===== src/rtl/uart_rb_pkg.sv =====
package uart_rb_pkg;
  localparam int DW     = 8;
  localparam int AW     = 3;
  localparam int IER_W  = 4;
  localparam int MCR_W  = 5;
  localparam int NDIV   = 2;
  localparam int DIV_W  = NDIV * DW;
  localparam int DLAB_B = DW - 1;
  localparam logic [DW-1:0] SCR_RST = 8'hFF;

  typedef enum logic [AW-1:0] {
    A_DATA = 3'd0,
    A_IER  = 3'd1,
    A_IIR  = 3'd2,
    A_LCR  = 3'd3,
    A_MCR  = 3'd4,
    A_LSR  = 3'd5,
    A_MSR  = 3'd6,
    A_SCR  = 3'd7
  } reg_addr_e;

  typedef struct packed {
    logic            thr;
    logic            ier;
    logic            fcr;
    logic            lcr;
    logic            mcr;
    logic            scr;
    logic [NDIV-1:0] div;
  } wr_strb_t;
endpackage


===== src/rtl/uart_rb_decode.sv =====
module uart_rb_decode
  import uart_rb_pkg::*;
(
  input  logic [AW-1:0] addr,
  input  logic          wr_en,
  input  logic          rd_en,
  input  logic          dlab,
  output wr_strb_t      strb,
  output logic          rx_pop
);
  always_comb begin
    strb = '0;
    case (reg_addr_e'(addr))
      A_DATA: if (dlab) strb.div[0] = wr_en; else strb.thr = wr_en;
      A_IER:  if (dlab) strb.div[1] = wr_en; else strb.ier = wr_en;
      A_IIR:  strb.fcr = wr_en;
      A_LCR:  strb.lcr = wr_en;
      A_MCR:  strb.mcr = wr_en;
      A_SCR:  strb.scr = wr_en;
      default: ;
    endcase
  end

  assign rx_pop = rd_en && (reg_addr_e'(addr) == A_DATA) && !dlab;
endmodule


===== src/rtl/uart_rb_regs.sv =====
module uart_rb_regs
  import uart_rb_pkg::*;
(
  input  logic             clk,
  input  logic             rst_n,
  input  wr_strb_t         strb,
  input  logic [DW-1:0]    wr_data,
  output logic [DIV_W-1:0] divisor,
  output logic [DW-1:0]    lcr_q,
  output logic [IER_W-1:0] ier_q,
  output logic [MCR_W-1:0] mcr_q,
  output logic [DW-1:0]    scr_q,
  output logic             fifo_en,
  output logic             dma_mode,
  output logic [1:0]       rx_trig
);
  always_ff @(posedge clk) begin
    if (!rst_n) begin
      divisor <= '0;
    end else begin
      for (int b = 0; b < NDIV; b++) begin
        if (strb.div[b]) divisor[b*DW +: DW] <= wr_data;
      end
    end
  end

  always_ff @(posedge clk) begin
    if (!rst_n) begin
      lcr_q    <= '0;
      ier_q    <= '0;
      mcr_q    <= '0;
      scr_q    <= SCR_RST;
      fifo_en  <= 1'b0;
      dma_mode <= 1'b0;
      rx_trig  <= '0;
    end else begin
      if (strb.lcr) lcr_q <= wr_data;
      if (strb.ier) ier_q <= wr_data[IER_W-1:0];
      if (strb.mcr) mcr_q <= wr_data[MCR_W-1:0];
      if (strb.scr) scr_q <= wr_data;
      if (strb.fcr) begin
        fifo_en  <= wr_data[0];
        dma_mode <= wr_data[3];
        rx_trig  <= wr_data[DW-1:DW-2];
      end
    end
  end
endmodule


===== src/rtl/uart_rb_rdmux.sv =====
module uart_rb_rdmux
  import uart_rb_pkg::*;
(
  input  logic [AW-1:0]    addr,
  input  logic             dlab,
  input  logic [DIV_W-1:0] divisor,
  input  logic [DW-1:0]    lcr_q,
  input  logic [IER_W-1:0] ier_q,
  input  logic [MCR_W-1:0] mcr_q,
  input  logic [DW-1:0]    scr_q,
  input  logic             fifo_en,
  input  logic [DW-1:0]    rx_data,
  input  logic [2:0]       int_id,
  input  logic             int_pending,
  input  logic [DW-1:0]    lsr_in,
  input  logic [DW-1:0]    msr_in,
  output logic [DW-1:0]    rd_data
);
  always_comb begin
    case (reg_addr_e'(addr))
      A_DATA: rd_data = dlab ? divisor[DW-1:0] : rx_data;
      A_IER:  rd_data = dlab ? divisor[DIV_W-1:DW]
                             : {{(DW-IER_W){1'b0}}, ier_q};
      A_IIR:  rd_data = {fifo_en, fifo_en, 2'b00, int_id, ~int_pending};
      A_LCR:  rd_data = lcr_q;
      A_MCR:  rd_data = {{(DW-MCR_W){1'b0}}, mcr_q};
      A_LSR:  rd_data = lsr_in;
      A_MSR:  rd_data = msr_in;
      default: rd_data = scr_q;
    endcase
  end
endmodule


===== src/rtl/uart_regbank.sv =====
module uart_regbank
  import uart_rb_pkg::*;
(
  input  logic             clk,
  input  logic             rst_n,
  input  logic [AW-1:0]    addr,
  input  logic             wr_en,
  input  logic [DW-1:0]    wr_data,
  input  logic             rd_en,
  output logic [DW-1:0]    rd_data,
  output logic             tx_push,
  output logic [DW-1:0]    tx_data,
  output logic             rx_pop,
  input  logic [DW-1:0]    rx_data,
  input  logic [2:0]       int_id,
  input  logic             int_pending,
  input  logic [DW-1:0]    lsr_in,
  input  logic [DW-1:0]    msr_in,
  output logic [DIV_W-1:0] divisor,
  output logic [DW-1:0]    lcr_q,
  output logic [IER_W-1:0] ier_q,
  output logic [MCR_W-1:0] mcr_q,
  output logic             fifo_en,
  output logic             dma_mode,
  output logic [1:0]       rx_trig,
  output logic             rx_flush,
  output logic             tx_flush
);
  wr_strb_t      strb;
  logic [DW-1:0] scr_q;
  logic          dlab;

  assign dlab = lcr_q[DLAB_B];

  uart_rb_decode u_dec (
    .addr(addr), .wr_en(wr_en), .rd_en(rd_en), .dlab(dlab),
    .strb(strb), .rx_pop(rx_pop)
  );

  uart_rb_regs u_regs (
    .clk(clk), .rst_n(rst_n), .strb(strb), .wr_data(wr_data),
    .divisor(divisor), .lcr_q(lcr_q), .ier_q(ier_q), .mcr_q(mcr_q),
    .scr_q(scr_q), .fifo_en(fifo_en), .dma_mode(dma_mode), .rx_trig(rx_trig)
  );

  uart_rb_rdmux u_rd (
    .addr(addr), .dlab(dlab), .divisor(divisor), .lcr_q(lcr_q),
    .ier_q(ier_q), .mcr_q(mcr_q), .scr_q(scr_q), .fifo_en(fifo_en),
    .rx_data(rx_data), .int_id(int_id), .int_pending(int_pending),
    .lsr_in(lsr_in), .msr_in(msr_in), .rd_data(rd_data)
  );

  assign tx_push  = strb.thr;
  assign tx_data  = wr_data;
  assign rx_flush = strb.fcr && wr_data[1];
  assign tx_flush = strb.fcr && wr_data[2];
endmodule


===== config.mk =====
export PLATFORM = sky130hd
export DESIGN_NAME = uart_regbank
export DESIGN_NICKNAME = d
export VERILOG_FILES = /design/src/rtl/uart_rb_pkg.sv /design/src/rtl/uart_rb_decode.sv /design/src/rtl/uart_rb_regs.sv /design/src/rtl/uart_rb_rdmux.sv /design/src/rtl/uart_regbank.sv
export SDC_FILE = /design/constraint.sdc
export NUM_CORES = 1
export LEC_CHECK = 0
export CAP_MARGIN = 5
export CORE_MARGIN = 2
export CORE_UTILIZATION = 45
export DETAILED_ROUTE_END_ITERATION = 10
export DONT_BUFFER_PORTS = 1
export HOLD_SLACK_MARGIN = 0.1
export SETUP_SLACK_MARGIN = 0.05
export SLEW_MARGIN = 20
export SYNTH_ARGS = -nofsm -noshare
export SYNTH_HDL_FRONTEND = slang
export SYNTH_SLANG_ARGS = --single-unit

===== constraint.sdc =====
create_clock -name clk -period 2.2 [get_ports clk]
set_clock_uncertainty 0.1 [all_clocks]
set_input_delay 0.33 -clock clk [delete_from_list [all_inputs] [get_ports clk]]
set_output_delay 0.33 -clock clk [all_outputs]
set_load 0.01 [all_outputs]

After elaboration in Yosys (flattened, before gate mapping)
Index checks and enable logic that the tools add are counted.

Output and inout bits: 57. Word-level logic and storage cells: 36. Input bits: 43. Flip-flop bits (word level): 45.

Equality and inequality tests: 7. Bitwise logic cells: 1. Reduce and logical (&&, ||, !) cells: 6. Muxes and demuxes: 13.

Operator list (count): 8-bit one-hot mux with 7 select lines (1); 8-bit 2-to-1 mux (2); 3-bit equality test (second input constant) (4); 1-bit 2-to-1 mux (10); 3-bit by 2-bit equality test with 1-bit output (second input constant) (2); 1-bit logical AND (4); 3-bit by 1-bit equality test with 1-bit output (second input constant) (1); 3-bit zero test (1); 1-bit zero test (1); 1-bit inverter (1).

Longest topological paths before layout
Gate-level depths: netlist of run 1.

Word-level depth: 3. Depth in mapped cells: 7. Depth with buffers taken out: 4.

Modules after synthesis
From an unflattened synthesis of run 1, not the netlist that was laid out.

Cell total of the unflattened synthesis: 263. Area, all modules: 2537.4 um2.

Modules (own cells, without submodules): uart_rb_regs (area an instance 1701.6 um2, cells each 147, instances 1, sequential area each 900.9 um2); uart_rb_rdmux (area an instance 651.9 um2, cells each 91, instances 1, sequential area each 0.0 um2); uart_rb_decode (area an instance 111.4 um2, cells each 15, instances 1, sequential area each 0.0 um2); uart_regbank (area an instance 72.6 um2, cells each 10, instances 1, sequential area each 0.0 um2).

Least setup slack after synthesis of run 1
OpenSTA, ideal clock, no wires.

Kind: flip-flop to output port. Start: register u_regs.lcr_q[7]. End: output port rd_data[0]. Path buffers: 1. Arrival time: 1345 ps. Required time: 1770 ps. Slack: 425 ps. Stages on the path, launching flop included: 6. Cells stage by stage: dfxtp_1 > buf_6 > mux2_4 > nand2_1 > a31oi_1 > o32a_1.

Longest elaborated chain between the ends: 2. Elaborated cells between the ends (all ways): 3. Classes of those cells: 3 x mux.

RTL lines: start, declared (line uart_rb_regs.sv:9) `output logic [DW-1:0] lcr_q,`; start signal, assigned (line uart_rb_regs.sv:37) `if (strb.lcr) lcr_q <= wr_data;`; 8-bit 2-to-1 mux, on equally long branches (line uart_rb_rdmux.sv:22, uart_rb_rdmux.sv:21); 8-bit one-hot mux with 7 select lines (*) (line uart_rb_rdmux.sv:20) `case (reg_addr_e'(addr))`; end, declared (line uart_regbank.sv:10) `output logic [DW-1:0] rd_data,`.

Mark *: on every way between the ends. The rest lies on a longest branch, timed or not.

Worst setup path after layout of run 1
Ends and elaborated chain as after synthesis.

==> results of run 1 <==
[worst max-delay path by stage]
| stage | cells after the start | slack [ps] | endpoint | start |
|---|---|---|---|---|
| after floorplan | 5 | 420 | rd_data[0] | u_regs.lcr_q[7] |
| after global placement | 5 | 460 | rd_data[0] | u_regs.lcr_q[7] |
| after detailed placement | 5 | 440 | rd_data[0] | u_regs.lcr_q[7] |
| after CTS | 5 | 100 | rd_data[0] | u_regs.lcr_q[7] |
| after global routing | 6 | 70 | rd_data[2] | u_regs.lcr_q[7] |
| final | 5 | 170 | rd_data[0] | u_regs.lcr_q[7] |
[layout make-up]
class,instances,share of cell area
multi-input combinational,210,0.523
clock inverter,2,0.0138
timing repair buffer,16,0.0606
sequential,45,0.331
inverter,6,0.00826
clock buffer,6,0.0303
tap,72,0.0330
[synthesized netlist by cell type, drive strengths merged, types with 5 or more instances]
library cell / n / area, sq um
nand3: 15 / 85.1
dfxtp: 45 / 901
clkbuf: 6 / 26.3
nor2b: 31 / 194
mux2i: 37 / 370
buf: 23 / 180
mux2: 5 / 60.1
o21ai: 9 / 45.0
and3: 5 / 31.3
nand2: 50 / 188
a21oi: 7 / 35.0
inv: 6 / 22.5
nor2: 10 / 42.5
a21boi: 8 / 60.1
[layer usage]
| metal | global-route usage | share of wire | vias up |
|---|---|---|---|
| li1 | - | - | 981 |
| met1 | 0.304 | 0.41 | 976 |
| met2 | 0.389 | 0.48 | 82 |
| met3 | 0.0773 | 0.096 | 8 |
| met4 | 0.0552 | 0.012 | 0 |
| met5 | 0 | 0 | - |
[where the power goes]
part,switching (W),total [W],leakage [nW],internal (W)
combinational,0.0000965,0.000187,0.575,0.0000907
clock,0.000296,0.000666,0.0574,0.000370
sequential,0.0000139,0.000842,0.365,0.000828
[through the flow]
step,total power [W],utilization,cells,instance area [sq um]
floorplan,0.00103,-,290,2540
global placement,0.00101,0.450,338,2460
detailed placement,0.00101,0.450,338,2460
CTS,0.00170,0.492,356,2700
global route,0.00177,0.498,357,2730
finish,0.00169,0.498,357,2730
[sequential cells by signal, summed over array words and instances (netlist names)]
signal	flops
u_regs.ier_q	4
u_regs.dma_mode	1
u_regs.fifo_en	1
u_regs.divisor	16
u_regs.mcr_q	5
u_regs.scr_q	8
u_regs.rx_trig	2
u_regs.lcr_q	8
[worst max-delay path, stage by stage, from the launching register on]
cell and delay [ps]:
dfxtp_2 350, buf_6 140, mux2_4 300, nand2_1 60, a31oi_1 90, o32a_1 350
[cells by family (layout without fill, tap and decap cells)]
family,after synthesis,after routing,share of synthesized area
DFF,45,45,0.354
muxes,44,44,0.187
buffers and inverters,35,30,0.0900
AOI/OAI and AO/OA,44,44,0.120
and+or+nand+nor,122,122,0.249
[repair_timing]
item                                   CTS  global route
endpoints found under the hold margin   45             1
gates resized for setup                  0             6
setup endpoints to repair                0             3
hold buffers                            10             1
==> insert_results.sql, run 1 <==
INSERT INTO impl_metrics (metric_group, metric, value, unit) VALUES
('final_layout', 'area.growth.synth_to_final', '7.18', '%'),
('clock_network', 'clock_sinks', '45', ''),
('grt', 'antenna_found_initial', '0', ''),
('logic_synthesis', 'synth.yosys.seq_area_share', '0.354', ''),
('logic_synthesis', 'number_of_enable_flip_flop_cells_after_synthesis', '0', ''),
('power', 'irDropWorstVdd', '374', 'uV'),
('clock_network', 'post-cts-setup-buffers', '0', ''),
('sta', 'timing.max_slew.rel_slack', '0.681', ''),
('clock_network', 'clock_insertion_delay_worst_skew', '300', 'ps'),
('critical_path', 'critPathCaptureType', 'output port', ''),
('die', 'io_pins', '100', ''),
('die', 'num_rows', '27', ''),
('critical_path', 'ff2ff_path_depth', '5', ''),
('logic_synthesis', 'post_synth.cell_area_avg', '8.77', 'sq um'),
('place', 'pre_cts_setup_slack', '437', 'ps'),
('grt', 'maximum_number_of_pins_on_one_net_before_global_route_repair', '46', ''),
('sta', 'worstMarginPinSlew', '475', 'ps'),
('route', 'drc_errors', '0', ''),
('critical_path', 'crit-reg2reg-launch', 'u_regs.lcr_q[7]', ''),
('route', 'drt-pass1-iter-count', '4', ''),
('place', 'detailedPlacementHpwl', '4940', 'microns'),
('logic_synthesis', 'synthesis.area', '2540', 'sq um'),
('final_layout', 'num-nets-final', '327', ''),
('critical_path', 'rrSetupSlack', '720', 'ps'),
('hold_path', 'hold_crit_path_type', 'in2reg', ''),
('logic_synthesis', 'ys_types', '46', ''),
('route', 'wl', '7410', 'microns'),
('sta', 'total_negative_setup_slacks', '0', 'ps'),
('power', 'total_leakage_power', '0.997', 'nW'),
('place', 'port_buffers', '0', ''),
('grt', 'number_of_global_route_vias_before_repair', '1995', ''),
('logic_synthesis', 'count_of_synthesis_stage_warnings_from_yosys', '0', ''),
('route', 'routed_via_count', '2047', ''),
('grt', 'grt.total_usage', '0.238', ''),
('die', 'initial_utilization', '0.465', ''),
('clock_network', 'cts_root_buffer', 'clkbuf_8', ''),
('place', 'globalplace.congestion', '0.744', ''),
('sta', 'setup_ws_post_layout', '172', 'ps'),
('flow_run', 'maxCapViolations', '0', ''),
('route', 'viasPerCell', '5.73', ''),
('critical_path', 'worst-endpoint-required', '1770', 'ps'),
('final_layout', 'n_antenna_cell', '0', ''),
('clock_network', 'clock_tree_from_tritoncts', 'done', ''),
('logic_synthesis', 'synthCells', '290', ''),
('clock_network', 'cts_inserted_buffers', '5', ''),
('die', 'chipHeight', '79.2', 'microns'),
('hold_path', 'min_from', 'wr_data[0]', ''),
('die', 'chipWidth', '79.2', 'microns'),
('sta', 'finalHoldViolCount', '0', ''),
('final_layout', 'drive_gt1_frac', '0.109', ''),
('critical_path', 'worst-endpoint-arrival', '1600', 'ps'),
('logic_synthesis', 'ys_async_sr_fraction', '0', ''),
('clock_network', 'worst_setup_hold_path_clk_slew', '90', 'ps'),
('outcome', 'outcome', 'finished, final reports clean', ''),
('grt', 'gr-total-overflow', '0', ''),
('hold_path', 'min_path_cells', '2', ''),
('sta', 'timing.hold.ws', '101', 'ps'),
('hold_path', 'hold_end', 'u_regs.fifo_en', ''),
('sta', 'max_freq', '0.493', 'GHz'),
('die', 'design.core.area', '5470', 'sq um'),
('critical_path', 'setup.worst_path.class', 'reg2out', ''),
('sta', 'timing.final.crit_period', '2030', 'ps'),
('die', 'die-area', '6270', 'sq um'),
('logic_synthesis', 'postSynthRegisterBits', '45', ''),
('sta', 'slew_violations', '0', ''),
('power', 'power_per_cell_area', '621', 'nW/um^2'),
('final_layout', 'layout_commonest_cell', 'nand2_1', ''),
('clock_network', 'cts_buffer_depth', '2', ''),
('sta', 'total_of_endpoints_with_negative_setup_slack_in_the_final_report', '0', ''),
('critical_path', 'worst_r2r_endpoint', 'u_regs.divisor[6]', ''),
('route', 'detail_route.iter0.violations', '158', ''),
('final_layout', 'most_frequent_cells_in_the_layout', '50 x nand2_1, 44 x dfxtp_1, 36 x mux2i_1, 31 x nor2b_1, 13 x nand3_1', ''),
('critical_path', 'path_max_fanout', '7', ''),
('sta', 'grt_setup_unrepaired', 'false', ''),
('clock_network', 'cts.htree.levels', '2', ''),
('sta', 'post-route-period-util', '0.922', ''),
('route', 'final_antenna_net_count', '0', ''),
('logic_synthesis', 'ys_dominant_reg_cell', 'dfxtp_1', ''),
('final_layout', 'seq_area', '902', 'sq um'),
('critical_path', 'worst_setup_path_start_kind', 'flip-flop', ''),
('final_layout', 'multiInputGateArea', '1430', 'sq um'),
('logic_synthesis', 'syn_nets', '333', ''),
('grt', 'grt_first_pass_wirelength', '11300', 'microns'),
('route', 'detail_route.wl_per_cell', '20.7', 'microns'),
('final_layout', 'fillerInstances', '560', '');
(Power assumes the default switching activity.)
==> run 2: changes to the inputs <==
RECOVER_POWER = 25   (was unset)
REMOVE_ABC_BUFFERS = 1   (was unset)
==> run 2 against run 1 <==
Net effect:
- routed wire length shrank 4.5%
- final cell count rose by 0.28%
- clock power shrank 22%
- first-iteration DRC count shrank 49%
- flip-flop and latch count did not move
- non-clock buffer count is 2 higher
- fmax down 3.1%
- power down 8.8%
- setup slack got worse by 66 ps
- critical path type unchanged
- largest cell class unchanged
- largest power group unchanged
- highest routed layer unchanged
==> insert_results.sql, run 2 (synthesis gave the netlist of run 1 again) <==
INSERT INTO impl_metrics (metric_group, metric, value, unit) VALUES
('power', 'irDropWorstVdd', '354', 'uV'),
('place', 'globalplace.congestion', '0.768', ''),
('route', 'final_antenna_net_count', '0', ''),
('power', 'power_per_cell_area', '575', 'nW/um^2'),
('sta', 'setup_ws_post_layout', '107', 'ps'),
('final_layout', 'final_util', '0.491', ''),
('final_layout', 'most_frequent_cells_in_the_layout', '50 x nand2_1, 44 x dfxtp_1, 37 x mux2i_1, 31 x nor2b_1, 14 x nand3_1', ''),
('sta', 'timing.hold.ws', '106', 'ps'),
('sta', 'total_of_endpoints_with_negative_setup_slack_in_the_final_report', '0', ''),
('place', 'pre_cts_setup_slack', '312', 'ps'),
('clock_network', 'post-cts-setup-buffers', '0', ''),
('critical_path', 'worst-endpoint-arrival', '1660', 'ps'),
('die', 'chipHeight', '79.2', 'microns'),
('place', 'detailedPlacementHpwl', '4590', 'microns'),
('sta', 'total_negative_setup_slacks', '0', 'ps'),
('route', 'routed_via_count', '2014', ''),
('sta', 'grt_setup_unrepaired', 'true', ''),
('clock_network', 'worst_setup_hold_path_clk_slew', '80', 'ps'),
('route', 'detail_route.wl_per_cell', '19.8', 'microns'),
('critical_path', 'worst-endpoint-required', '1770', 'ps'),
('die', 'io_pins', '100', ''),
('route', 'wl', '7080', 'microns'),
('place', 'dpl-instance-area', '2490', 'sq um'),
('final_layout', 'area.growth.synth_to_final', '5.66', '%'),
('critical_path', 'path_max_fanout', '13', ''),
('die', 'die-area', '6270', 'sq um'),
('sta', 'post-route-period-util', '0.952', ''),
('hold_path', 'hold_crit_path_type', 'in2reg', ''),
('power', 'total_leakage_power', '0.994', 'nW'),
('sta', 'slew_violations', '0', ''),
('grt', 'grt_first_pass_wirelength', '10800', 'microns'),
('die', 'initial_utilization', '0.465', ''),
('final_layout', 'num-nets-final', '329', ''),
('grt', 'maximum_number_of_pins_on_one_net_before_global_route_repair', '46', ''),
('sta', 'timing.final.crit_period', '2090', 'ps'),
('clock_network', 'clock_tree_from_tritoncts', 'done', ''),
('critical_path', 'setup.worst_path.class', 'reg2out', ''),
('grt', 'grt.total_usage', '0.228', ''),
('route', 'detail_route.iter0.violations', '81', ''),
('route', 'drc_errors', '0', ''),
('clock_network', 'clock_sinks', '45', ''),
('critical_path', 'critPathCaptureType', 'output port', ''),
('die', 'num_rows', '27', ''),
('critical_path', 'ff2ff_path_depth', '4', ''),
('place', 'port_buffers', '0', ''),
('sta', 'finalHoldViolCount', '0', ''),
('sta', 'worstMarginPinSlew', '726', 'ps'),
('route', 'viasPerCell', '5.63', ''),
('final_layout', 'registers.top_by_ff_count', 'u_regs.divisor', ''),
('critical_path', 'worst_setup_path_start_kind', 'flip-flop', ''),
('clock_network', 'cts_buffer_depth', '2', ''),
('final_layout', 'largest_register_ffs', '16', ''),
('hold_path', 'min_path_cells', '2', ''),
('final_layout', 'fillerInstances', '566', ''),
('route', 'drt-pass1-iter-count', '4', ''),
('grt', 'antenna_found_initial', '0', ''),
('clock_network', 'clock_insertion_delay_worst_skew', '290', 'ps'),
('sta', 'max_freq', '0.478', 'GHz'),
('final_layout', 'largest_regs', 'u_regs.divisor x16, u_regs.lcr_q x8, u_regs.scr_q x8', ''),
('grt', 'number_of_global_route_vias_before_repair', '1930', ''),
('clock_network', 'cts.htree.levels', '2', ''),
('die', 'design.core.area', '5470', 'sq um'),
('final_layout', 'layout_commonest_cell', 'nand2_1', ''),
('final_layout', 'n_antenna_cell', '0', ''),
('die', 'chipWidth', '79.2', 'microns'),
('outcome', 'outcome', 'finished, final reports clean', ''),
('grt', 'gr-total-overflow', '0', ''),
('clock_network', 'cts_inserted_buffers', '5', ''),
('final_layout', 'drive_gt1_frac', '0.0909', ''),
('final_layout', 'layout.cell_area.non_filler', '2690', 'sq um'),
('clock_network', 'cts_root_buffer', 'clkbuf_8', ''),
('sta', 'timing.max_slew.rel_slack', '0.514', ''),
('flow_run', 'maxCapViolations', '0', '');
## run 2: changes by cell type in the layout (fill, tap and decap cells not counted), sizes merged
| cell | delta |
|---|---|
| buf | +3 |
| bufinv | -1 |
| clkbuf | +1 |
| clkinvlp | -1 |
| dlygate4sd3 | -1 |
## run 2: stage by stage
step / instances / power, W
floorplan: 261 / 0.000976
global placement: 341 / 0.00101
detailed placement: 341 / 0.00101
CTS: 358 / 0.00156
global route: 358 / 0.00161
finish: 358 / 0.00155
## run 2: what timing repair did
action / 4_1_cts / 5_1_grt
hold buffers: 10 / 0
pin swaps: 0 / 2
cloned: 0 / 0
resized for setup: 4 / 0
endpoints found under the setup margin: 1 / 3
endpoints found under the hold margin: 45 / 0
## run 2: report_power, final
part	internal, W	leakage [nW]	switching [W]
logic	0.0000918	0.585	0.0000929
clock network	0.000250	0.0443	0.000270
registers	0.000828	0.365	0.0000142
total	0.00117	0.994	0.000377
## run 2: critical path, cell delays in order, from the launching register on
cell and delay (ps):
dfxtp_2 360, buf_12 170, mux2_4 310, nand2_1 60, a31oi_1 80, o32a_1 380
## run 2: worst paths after layout
check / slack, ps / start / endpoint
max: 110 / u_regs.lcr_q[7] / rd_data[0]
max reg2reg: 720 / u_regs.lcr_q[7] / u_regs.ier_q[0]
min reg2reg: 370 / u_regs.scr_q[7] / u_regs.scr_q[7]
min: 110 / wr_data[7] / u_regs.divisor[7]
## run 2: routing by layer
layer	vias up	track usage	routed length [microns]
li1	984	-	-
met1	931	0.299	3040
met2	92	0.369	3280
met3	7	0.0693	679
met4	0	0.0517	74
met5	-	0	0
## run 2: cell type report
class / instances / area (sq um) / area share
clock buffers: 7 / 86.3 / 0.0321
well taps: 72 / 90.1 / 0.0335
multi-input cells: 210 / 1400 / 0.522
flip-flops and latches: 45 / 902 / 0.336
inverters: 6 / 22.5 / 0.00838
repair buffers: 18 / 183 / 0.0680
==> run 3: changes to the inputs <==
CORE_MARGIN = 5   (was 2)
==> run 3 against run 2 <==
Net effect:
- critical path depth stayed put
- die area is 16% higher
- non-clock buffer count rose by 2
- via count up 3.6%
- flip-flop and latch count stayed put
- largest cell class unchanged
==> insert_results.sql, run 3 (synthesis gave the netlist of run 1 again) <==
INSERT INTO impl_metrics (metric_group, metric, value, unit) VALUES
('power', 'power_per_cell_area', '617', 'nW/um^2'),
('sta', 'worstMarginPinSlew', '650', 'ps'),
('place', 'detailedPlacementHpwl', '4880', 'microns'),
('sta', 'timing.max_slew.rel_slack', '0.565', ''),
('grt', 'grt.total_usage', '0.208', ''),
('hold_path', 'hold_crit_path_type', 'in2reg', ''),
('route', 'wl_met3', '775', 'microns'),
('critical_path', 'critical-path-top-delay-family', 'compound AO/OA/AOI/OAI gates', ''),
('sta', 'total_negative_setup_slacks', '0', 'ps'),
('critical_path', 'worst-endpoint-required', '1770', 'ps'),
('critical_path', 'series_of_cell_instances_along_the_critical_path', 'buf_4 -> mux2_2 -> a221oi_1 -> a21oi_1 -> buf_4', ''),
('final_layout', 'largest_regs', 'u_regs.divisor x16, u_regs.lcr_q x8, u_regs.scr_q x8', ''),
('sta', 'total_of_endpoints_with_negative_setup_slack_in_the_final_report', '0', ''),
('clock_network', 'cts_root_buffer', 'clkbuf_8', ''),
('critical_path', 'critPathCaptureType', 'output port', ''),
('sta', 'slew_violations', '0', ''),
('grt', 'maximum_number_of_pins_on_one_net_before_global_route_repair', '46', ''),
('route', 'drc_errors', '0', ''),
('route', 'viasPerCell', '5.78', ''),
('power', 'irDropWorstVdd', '378', 'uV'),
('final_layout', 'most_frequent_cells_in_the_layout', '50 x nand2_1, 44 x dfxtp_1, 37 x mux2i_1, 31 x nor2b_1, 14 x nand3_1', ''),
('die', 'chipWidth', '85.2', 'microns'),
('flow_run', 'maxCapViolations', '0', ''),
('grt', 'gr-total-overflow', '0', ''),
('clock_network', 'clock_sinks', '45', ''),
('die', 'num_rows', '27', ''),
('critical_path', 'critical-path-top-cell-by-count', 'buf_4', ''),
('clock_network', 'post-cts-setup-buffers', '0', ''),
('route', 'drt-pass1-iter-count', '4', ''),
('hold_path', 'min_path_cells', '2', ''),
('final_layout', 'n_antenna_cell', '0', ''),
('die', 'initial_utilization', '0.462', ''),
('clock_network', 'cts_inserted_buffers', '5', ''),
('clock_network', 'worst_setup_hold_path_clk_slew', '80', 'ps'),
('outcome', 'outcome', 'finished, final reports clean', ''),
('final_layout', 'layout_commonest_cell', 'nand2_1', ''),
('final_layout', 'drive_gt1_frac', '0.0934', ''),
('route', 'sum_of_met2_wire_segment_lengths_after_detailed_routing', '3380', 'microns'),
('critical_path', 'rrSetupSlack', '650', 'ps'),
('critical_path', 'critical_path.startpoint', 'u_regs.lcr_q[7]', ''),
('route', 'final_antenna_net_count', '0', ''),
('grt', 'grt_first_pass_wirelength', '11900', 'microns'),
('hold_path', 'min_from', 'wr_data[3]', ''),
('critical_path', 'ff2ff_path_depth', '4', ''),
('clock_network', 'cts.htree.levels', '2', ''),
('grt', 'number_of_global_route_vias_before_repair', '2119', ''),
('route', 'detail_route.iter0.violations', '149', ''),
('clock_network', 'clock_insertion_delay_worst_skew', '300', 'ps'),
('route', 'wl', '7460', 'microns'),
('critical_path', 'critPathBufInv', '2', ''),
('route', 'routed_via_count', '2087', ''),
('critical_path', 'setup.worst_path.class', 'reg2out', ''),
('place', 'port_buffers', '0', ''),
('die', 'design.core.area', '5510', 'sq um'),
('sta', 'timing.hold.ws', '102', 'ps'),
('die', 'die-area', '7260', 'sq um'),
('clock_network', 'cts_buffer_depth', '2', ''),
('final_layout', 'registers.top_by_ff_count', 'u_regs.divisor', ''),
('final_layout', 'area.growth.synth_to_final', '7.48', '%'),
('critical_path', 'worst_setup_path_start_kind', 'flip-flop', ''),
('critical_path', 'critical-path-max-stage-delay', '350', 'ps'),
('sta', 'timing.final.crit_period', '2070', 'ps'),
('place', 'globalplace.congestion', '0.763', ''),
('route', 'detail_route.wl_per_cell', '20.7', 'microns'),
('final_layout', 'largest_register_ffs', '16', ''),
('die', 'io_pins', '100', ''),
('route', 'wl_met1', '3230', 'microns'),
('final_layout', 'num-nets-final', '331', ''),
('power', 'total_leakage_power', '1.01', 'nW'),
('die', 'chipHeight', '85.2', 'microns'),
('critical_path', 'crit-reg2reg-launch', 'u_regs.lcr_q[7]', ''),
('grt', 'antenna_found_initial', '0', ''),
('sta', 'finalHoldViolCount', '0', ''),
('clock_network', 'clock_tree_from_tritoncts', 'done', ''),
('critical_path', 'worst-endpoint-arrival', '1640', 'ps'),
('critical_path', 'worst_r2r_endpoint', 'u_regs.ier_q[1]', ''),
('route', 'top_layer', 'met4', ''),
('sta', 'post-route-period-util', '0.942', ''),
('sta', 'max_freq', '0.483', 'GHz'),
('hold_path', 'hold_end', 'u_regs.divisor[11]', ''),
('sta', 'grt_setup_unrepaired', 'true', ''),
('critical_path', 'path_max_fanout', '9', ''),
('critical_path', 'critPathSlowestCell', 'dfxtp_2', '');
## run 3: repair_timing
| action | CTS | global route |
|---|---|---|
| setup endpoints to repair | 0 | 5 |
| hold endpoints to repair | 45 | 0 |
| hold buffers | 12 | 0 |
| resized for setup | 0 | 2 |
## run 3: routing by layer
layer / vias to the layer above / track usage
met3: 7 / 0.0728
met5: - / 0
li1: 990 / -
met4: 0 / 0.0604
met1: 1000 / 0.272
met2: 90 / 0.324
## run 3: final cells by class
cell class / instances / area, sq um
tap: 72 / 90.1
timing repair buffer: 20 / 190
fill: 547 / 2770
multi-input combinational: 210 / 1410
sequential: 45 / 902
inverter: 6 / 22.5
clock inverter: 1 / 30.0
clock buffer: 7 / 86.3
## run 3: worst reg2reg max path, stage by stage, from the launching register on
cell	delay, ps
dfxtp_2	350
buf_4	170
nor4_4	510
mux2i_1	250
nor2b_1	60
## run 3: worst max-delay path by stage
stage / end / slack, ps / cells past startpoint
global placement: u_regs.divisor[7] / 450 / 5
floorplan: rd_data[0] / 90 / 4
CTS: rd_data[7] / 90 / 5
detailed placement: rd_data[7] / 430 / 5
global route: rd_data[7] / 10 / 5
finish: rd_data[7] / 130 / 5
## run 3: through the flow
| stage | instances | instance area, sq um | util | worst slack (ps) | total power (W) |
|---|---|---|---|---|---|
| 6_report | 361 | 2730 | 0.496 | 128 | 0.00169 |
| 5_1_grt | 361 | 2730 | 0.496 | 11.5 | 0.00176 |
| 4_1_cts | 361 | 2730 | 0.496 | 86.4 | 0.00170 |
| 3_5_place_dp | 341 | 2490 | 0.452 | 431 | 0.00101 |
| 3_3_place_gp | 341 | 2490 | 0.452 | 447 | 0.00101 |
| 2_1_floorplan | 261 | 2340 | - | 86.9 | 0.000976 |
## run 3: where the power goes
part	internal, W	switching (W)
Sequential	0.000828	0.0000148
Combinational	0.0000937	0.0000940
Clock	0.000371	0.000287
Total	0.00129	0.000396
